==> src/rtl/acc_index_regs.sv <==
module acc_index_regs #(
  parameter logic [15:0] SP_RESET = 16'h01FF,
  parameter logic [7:0]  SP_PAGE  = 8'h01
) (
  input  logic        clk,
  input  logic        rst_n,
  input  logic [2:0]  sel,
  input  logic        wr_en,
  input  logic [15:0] wr_data,
  input  logic [2:0]  op,
  input  logic        m_flag,
  input  logic        x_flag,
  input  logic        emu,
  input  logic        idx_trunc,
  output logic [15:0] rd_data,
  output logic [15:0] acc_q,
  output logic [15:0] x_q,
  output logic [15:0] y_q,
  output logic [15:0] sp_q,
  output logic [15:0] dp_q
);
  localparam logic [2:0] SEL_ACC = 3'd0, SEL_X = 3'd1, SEL_Y = 3'd2, SEL_SP = 3'd3, SEL_DP = 3'd4;
  localparam logic [2:0] OP_NONE = 3'd0, OP_SWAP = 3'd1, OP_C2DP = 3'd2,
                         OP_DP2C = 3'd3, OP_C2SP = 3'd4, OP_SP2C = 3'd5;

  logic [7:0]  a_lo, b_hi, xl, xh, yl, yh;
  logic [15:0] sp, dp;

  wire m_byte = m_flag | emu;
  wire x_byte = x_flag | emu;
  wire wr_ok  = wr_en && (op == OP_NONE);

  always_ff @(posedge clk) begin
    if (!rst_n) begin
      a_lo <= 8'h00; b_hi <= 8'h00;
      xl <= 8'h00; xh <= 8'h00;
      yl <= 8'h00; yh <= 8'h00;
      sp <= SP_RESET; dp <= 16'h0000;
    end else begin
      if (wr_ok) begin
        case (sel)
          SEL_ACC: begin
            a_lo <= wr_data[7:0];
            if (!m_byte) b_hi <= wr_data[15:8];
          end
          SEL_X: begin
            xl <= wr_data[7:0];
            if (!x_byte) xh <= wr_data[15:8];
          end
          SEL_Y: begin
            yl <= wr_data[7:0];
            if (!x_byte) yh <= wr_data[15:8];
          end
          SEL_SP: begin
            sp[7:0] <= wr_data[7:0];
            if (!emu) sp[15:8] <= wr_data[15:8];
          end
          SEL_DP: dp <= wr_data;
          default: ;
        endcase
      end
      case (op)
        OP_SWAP: begin a_lo <= b_hi; b_hi <= a_lo; end
        OP_C2DP: dp <= {b_hi, a_lo};
        OP_DP2C: {b_hi, a_lo} <= dp;
        OP_C2SP: sp <= {(emu ? SP_PAGE : b_hi), a_lo};
        OP_SP2C: {b_hi, a_lo} <= sp;
        default: ;
      endcase
      if (idx_trunc || emu) begin
        xh <= 8'h00;
        yh <= 8'h00;
      end
      if (emu) sp[15:8] <= SP_PAGE;
    end
  end

  assign acc_q = {b_hi, a_lo};
  assign x_q   = {(x_byte ? 8'h00 : xh), xl};
  assign y_q   = {(x_byte ? 8'h00 : yh), yl};
  assign sp_q  = sp;
  assign dp_q  = dp;

  always_comb begin
    case (sel)
      SEL_ACC: rd_data = m_byte ? {8'h00, a_lo} : {b_hi, a_lo};
      SEL_X:   rd_data = x_q;
      SEL_Y:   rd_data = y_q;
      SEL_SP:  rd_data = sp;
      SEL_DP:  rd_data = dp;
      default: rd_data = 16'h0000;
    endcase
  end

  assert_b_kept_R1: assert property (@(posedge clk) disable iff (!rst_n)
    (wr_en && op == OP_NONE && sel == SEL_ACC && m_byte) |=> (b_hi == $past(b_hi)));

  assert_swap_R3: assert property (@(posedge clk) disable iff (!rst_n)
    (op == OP_SWAP) |=> (acc_q == {$past(a_lo), $past(b_hi)}));

  assert_trunc_clears_R4: assert property (@(posedge clk) disable iff (!rst_n)
    (idx_trunc || emu) |=> (xh == 8'h00 && yh == 8'h00));

  assert_xfer_dp_R5: assert property (@(posedge clk) disable iff (!rst_n)
    (op == OP_C2DP) |=> (dp == $past(acc_q)));

  assert_xfer_acc_R5: assert property (@(posedge clk) disable iff (!rst_n)
    (op == OP_SP2C) |=> (acc_q == $past(sp)));

  assert_sp_page_R7: assert property (@(posedge clk) disable iff (!rst_n)
    emu |=> (sp[15:8] == SP_PAGE));

  assert_write_dropped_R10: assert property (@(posedge clk) disable iff (!rst_n)
    (wr_en && sel == SEL_DP && op == OP_SWAP) |=> $stable(dp));
endmodule

==> config.mk <==
export PLATFORM = sky130hd
export DESIGN_NAME = acc_index_regs
export DESIGN_NICKNAME = d
export VERILOG_FILES = /design/src/rtl/acc_index_regs.sv
export SDC_FILE = /design/constraint.sdc
export NUM_CORES = 1
export LEC_CHECK = 0
export BUFFER_PORTS_ARGS = -buffer_cell sky130_fd_sc_hd__buf_2
export CAP_MARGIN = 20
export CORE_ASPECT_RATIO = 1.75
export CORE_MARGIN = 3
export CORE_UTILIZATION = 40
export DETAILED_ROUTE_END_ITERATION = 16
export SYNTH_ARGS = -nofsm -noshare
export SYNTH_HDL_FRONTEND = slang
export SYNTH_SLANG_ARGS = --single-unit
==> constraint.sdc <==
create_clock -name clk -period 2.1 [get_ports clk]
set_input_delay 0.105 -clock clk [delete_from_list [all_inputs] [get_ports clk]]
set_output_delay 0.105 -clock clk [all_outputs]
set_load 0.01 [all_outputs]
# --- Yosys cells after proc, flatten, opt, wreduce, memory -nomap -nowiden ---
# Index checks and enable logic that the tools add are counted.
word_totals:
  input_bits: 29
  out_inout_bits: 96
  register_bits: 80
  word_cells: 64
op_classes:
  bitwise: 4
  eq_ne: 11
  n_reduce_logical: 21
  mux: 19
ops:
  columns: ["cell", "n"]
  rows:
  - ["two-way mux 16 bit", 7]
  - ["case mux 16 bit (5 select lines)", 1]
  - ["two-way mux 8 bit", 9]
  - ["case mux 8 bit (3 select lines)", 2]
  - ["== test 3 x 2 -> 1 bit (second input constant)", 4]
  - ["AND reduction 3 bit", 4]
  - ["AND reduction 2 bit", 5]
  - ["== test 3 bit (second input constant)", 3]
  - ["nonzero test 2 bit", 4]
  - ["nonzero test 4 bit", 2]
  - ["== test 3 x 1 -> 1 bit (second input constant)", 2]
  - ["zero test 3 bit", 2]
  - ["inequality test 4 x 1 -> 1 bit (second input constant)", 1]
  - ["OR reduction 2 bit", 2]
  - ["inequality test 2 x 1 -> 1 bit (second input constant)", 1]
  - ["inverter 1 bit", 2]
  - ["bitwise OR 1 bit", 2]
  - ["logical AND 1 bit", 1]
  - ["logical OR 1 bit", 1]

# --- Logic depth before layout (Yosys ltp) ---
depth:
  ltp_word: 5
  mapped_depth: 7
  mapped_depth_nobuf: 4

# --- Least setup slack after synthesis ---
# OpenSTA, ideal clock, no wires.
synth_timing:
  path_kind: "in2reg"
  from: "input op[1]"
  to: "register sp[15] (netlist: sp_q[15])"
  t_arrival_ns: 1.480
  stages: 6
  setup_ns: 0.079
  t_required_ns: 2.021
  path_buffers: 2
  path_slack_ns: 0.540
  path_cell_list: "buf_6 or4b_4 o31ai_4 buf_6 nor2_2 a211oi_2"
synth_between:
  elab_chain_cells: 4
  word_cells_on_any_way: 8
  classes_between: "eq/ne (2); mux (1); reduce/logical (5)"
synth_rtl:
  columns: ["item", "line", "source"]
  rows:
  - ["start: declaration", "10", "input logic [2:0] op,"]
  - ["zero test 3 bit", "31", "wire wr_ok = wr_en && (op == OP_NONE);"]
  - ["logical AND 1 bit", "31", null]
  - ["nonzero test 2 bit (no line)", null, null]
  - ["AND reduction 3 bit (no line)", null, null]
  - ["end signal: assignment", "56", "if (!emu) sp[15:8] <= wr_data[15:8];"]
  - ["end signal: assignment", "66", "OP_C2SP: sp <= {(emu ? SP_PAGE : b_hi), a_lo};"]
  - ["end: declaration", "27", "logic [15:0] sp, dp;"]
# Several ways; a longest one is shown, not always the timed one.
# A chain may end at the register's enable or synchronous reset.

# --- Worst setup path in the final report ---
layout_timing:
  from: "input sel[1]"
  to: "output rd_data[8]"
layout_between:
  elab_chain_cells: 2
  word_cells_on_any_way: 6
  classes_between: "eq/ne (4); mux (1); reduce/logical (1)"
layout_rtl:
  columns: ["item", "line", "source"]
  rows:
  - ["start: declaration", "7", "input logic [2:0] sel,"]
  - ["== test 3 bit (tied with other cells)", "85", "case (sel)"]
  - ["case mux 16 bit (5 select lines) *", "85", null]
  - ["end: declaration", "15", "output logic [15:0] rd_data,"]
# Mark *: on every way between the ends. The rest lies on a longest branch, timed or not.

==> results by group <==
Yosys
  – Leading area contributor after synthesis: dfxtp_1
  – Post-synthesis async set-or-reset flop share: 0%
  – Net Count, Synth: 540
  – Main synth FF type: dfxtp_1
  – Distinct cell type count after synthesis: between 50 and 60
  – Syn Inst Count: ~510
  – EDFF count, synth: 0
  – Synth top area share: between 30 and 40%
  – Register bit total from synthesis: 80
  – YS warnings: 0
  – Register area share after synthesis: between 30% and 40%
  – Synthesized area: between 0.004 and 0.005 sq mm
  – Synth Area per Inst: ~8.6 sq um
  – Synth top area cells: dfxtp_1 36%, mux2i_1 14%, nor2_1 5.4%

Worst setup path
  – CP Data Arrival Time: ~1.7 ns
  – Worst r2r path cells: 4
  – Worst Path Required: ~2.0 ns
  – Most used cell, CP: buf_2
  – Worst-path cell chain: buf_2, nor3b_1, and2_0, a22oi_1, nand2_1, buf_2
  – CP Max Fanout: 14
  – Critical path's largest stage delay: approximately 0.55 ns
  – Worst setup EP type: output pin
  – Slowest cell on the critical path: and2_0
  – Critical setup path kind: primary input to output pin
  – Critical Path Source Type: primary input

Route
  – Wire length per cell: 19.9 um
  – Final wirelength: around 15 mm
  – DRT Pass-1 Iters: 8
  – Via-to-Cell Ratio: a little under 6
  – DR vias: about 4500
  – DRC violations left: 0
  – DRT antenna net count: 0
  – 1st-iter DRT viols: between 200 and 300

Place
  – HPWL Detailed: 11.6 mm
  – RD Place Congestion: approximately 0.8
  – Pre-CTS setup slack: 0.300 ns
  – I/O Buffers: roughly 120

Clocking
  – Clk buf depth: 2
  – Post-CTS setup buffer count: 0
  – CTS Root Cell: clkbuf_16
  – Post-CTS Resized: 0
  – Clock Sinks: 80
  – Worst-skew pair later-pin latency: 0.34 ns
  – H-tree depth: 3
  – CTS tree: yes
  – Clock transition at path regs: approximately 0.05 ns
  – Cts hold-fix bufs: 0
  – Num CTS Buffers: 9

Worst hold path
  – Hold Path Cell Cnt: 3
  – Worst hold path class: primary input to register

Power
  – Leakage: about 2.6 nW
  – Overall power: about 3.9 mW
  – IR drop worst, VDD: around 440 uV
  – Int Pwr: slightly below 3 mW
  – Flop pwr share: ~43%
  – Pwr Density: 702 mW/mm^2
  – Net Sw Power: roughly 1.0 mW
  – Comb pwr share: 14.4%
  – Clock share of power: about 43%
  – Sw frac: about a quarter

STA
  – Final hold violation count: 0
  – Setup TNS: 0 ns
  – RSZ-0062 raised after global routing: false
  – Min Clock Period, post-route: 1.76 ns
  – Worst-margin pin slew: approximately 0.61 ns
  – Worst setup margin: around 0.34 ns
  – Fmax: 569 MHz
  – Worst slew margin: 59.5%
  – Final setup viols: 0
  – Final worst path period share: 83.7%
  – Setup Skew: 0.00309 ns
  – Final Max Tran Viols: 0

Global routing
  – Routing usage on met3: under 10%
  – GRT Residual Overflow: 0
  – Overall routing resource usage: 24.4%
  – Largest net degree at the start of global routing: 36
  – GR Util met2: a little over two fifths
  – Gr busiest metal: met2
  – Initial antenna violation count: 0
  – First-pass GRT wire length: ~24 mm
  – Vias in the first global route: roughly 4400
  – M1 GR Usage: 27.9%

Finish
  – Fraction of layout cells with a size suffix above 1: slightly above 30%
  – Final nets: 663
  – Multi-input logic area: ~0.0026 sq mm
  – Register Area: between 0.0015 and 0.002 sq mm
  – Utilization after layout: about half
  – # fillers: about 1100
  – Diodes inserted: 0
  – Area Overhead vs Synth: 25.7%

Die
  – FP Rows: 50
  – Die Area: about 0.012 sq mm
  – Die Ht: about 150 um
  – Io pins: 125
  – Starting Density: about 41%
  – Die width: 85.4 um
  – Core area: around 0.011 sq mm

Job
  – Max-Cap Viols: 0

Status
  – Run status: finished, final reports clean
==> cells by family (layout without fill, tap and decap cells) <==
kind of cell    count (synthesis)  count (layout)  synth area share, %
compound gates                132             132                 21.0
flops                          80              80                 36.3
mux                            75              75                 17.4
buf+inv                        46             174                 4.70
simple gates                  178             178                 20.6
==> registers in the layout, indices dropped and copies added (netlist names) <==
name,flops
sp_q,16
yh,8
yl,8
xh,8
b_hi,8
xl,8
a_lo,8
dp_q,16
==> critical path, delay by kind of cell <==
family,cells,cell delay (ns)
buffers and inverters,2,0.41
AND/OR/NAND/NOR,3,0.94
AO/OA/AOI/OAI,1,0.19
==> stage by stage <==
stage          cell area (sq um)  instances  hold WS [ns]
2_1_floorplan               4420        511         0.249
3_3_place_gp                5240        753         0.404
3_5_place_dp                5240        753         0.413
4_1_cts                     5550        769        0.0637
5_1_grt                     5550        769        0.0844
6_report                    5550        769        0.0719
==> synth_stat cells (all sizes together) (2+ instances only) <==
cell type / instances
o2bb2ai: 12
mux2: 15
buf: 18
inv: 3
and3: 9
o31ai: 2
nand2b: 12
or3: 2
a21o: 2
nor3b: 11
mux2i: 60
o221ai: 7
a22oi: 8
nor3: 3
a222oi: 8
a21oi: 31
clkbuf: 24
and2: 17
nand2: 40
dfxtp: 80
o22ai: 22
o21ai: 11
nand3: 10
a221oi: 3
nor2: 65
a211oi: 23
==> cell usage in the layout (no fill, tap or decap), drive strengths merged, types with 2 or more instances in the layout <==
cell type	instances
a211oi	23
a21o	2
a21oi	31
a221oi	3
a222oi	8
a22oi	8
and2	17
and3	9
buf	154
bufinv	2
clkbuf	13
clkinv	2
dfxtp	80
inv	3
mux2	15
mux2i	60
nand2	40
nand2b	12
nand3	10
nor2	65
nor3	3
nor3b	11
o21ai	11
o221ai	7
o22ai	22
o2bb2ai	12
o31ai	2
or3	2
==> power groups by stage <==
stage | sequential [mW] | clock, mW | combinational, mW
4_1_cts | 1.65 | 1.69 | 0.563
3_5_place_dp | 1.69 | 0 | 0.560
5_1_grt | 1.66 | 1.76 | 0.611
2_1_floorplan | 1.68 | 0 | 0.322
3_3_place_gp | 1.69 | 0 | 0.548
6_report | 1.66 | 1.68 | 0.560
==> cell type report <==
class                           instances  share of cell area (%)
Inverter                                4                   0.270
Tap cell                              130                    2.93
Clock inverter                          3                    1.17
Sequential cell                        80                    28.8
Timing Repair Buffer                  154                    15.2
Clock buffer                           13                    4.51
Multi-Input combinational cell        385                    47.0
==> metal layers <==
metal	vias up	routed length [um]
li1	2130	-
met1	2121	5670
met2	184	8240
met3	38	818
met4	0	547
met5	-	0
==> path summary, 6_finish.rpt <==
kind                            startpoint    endpoint  slack [ns]
worst max-delay path                sel[1]  rd_data[8]        0.34
worst min-delay path            wr_data[6]       yl[6]        0.07
worst max register to register     b_hi[2]     a_lo[2]        0.94
worst min register to register       yl[5]       yl[5]        0.47
(Power assumes the default switching activity.)
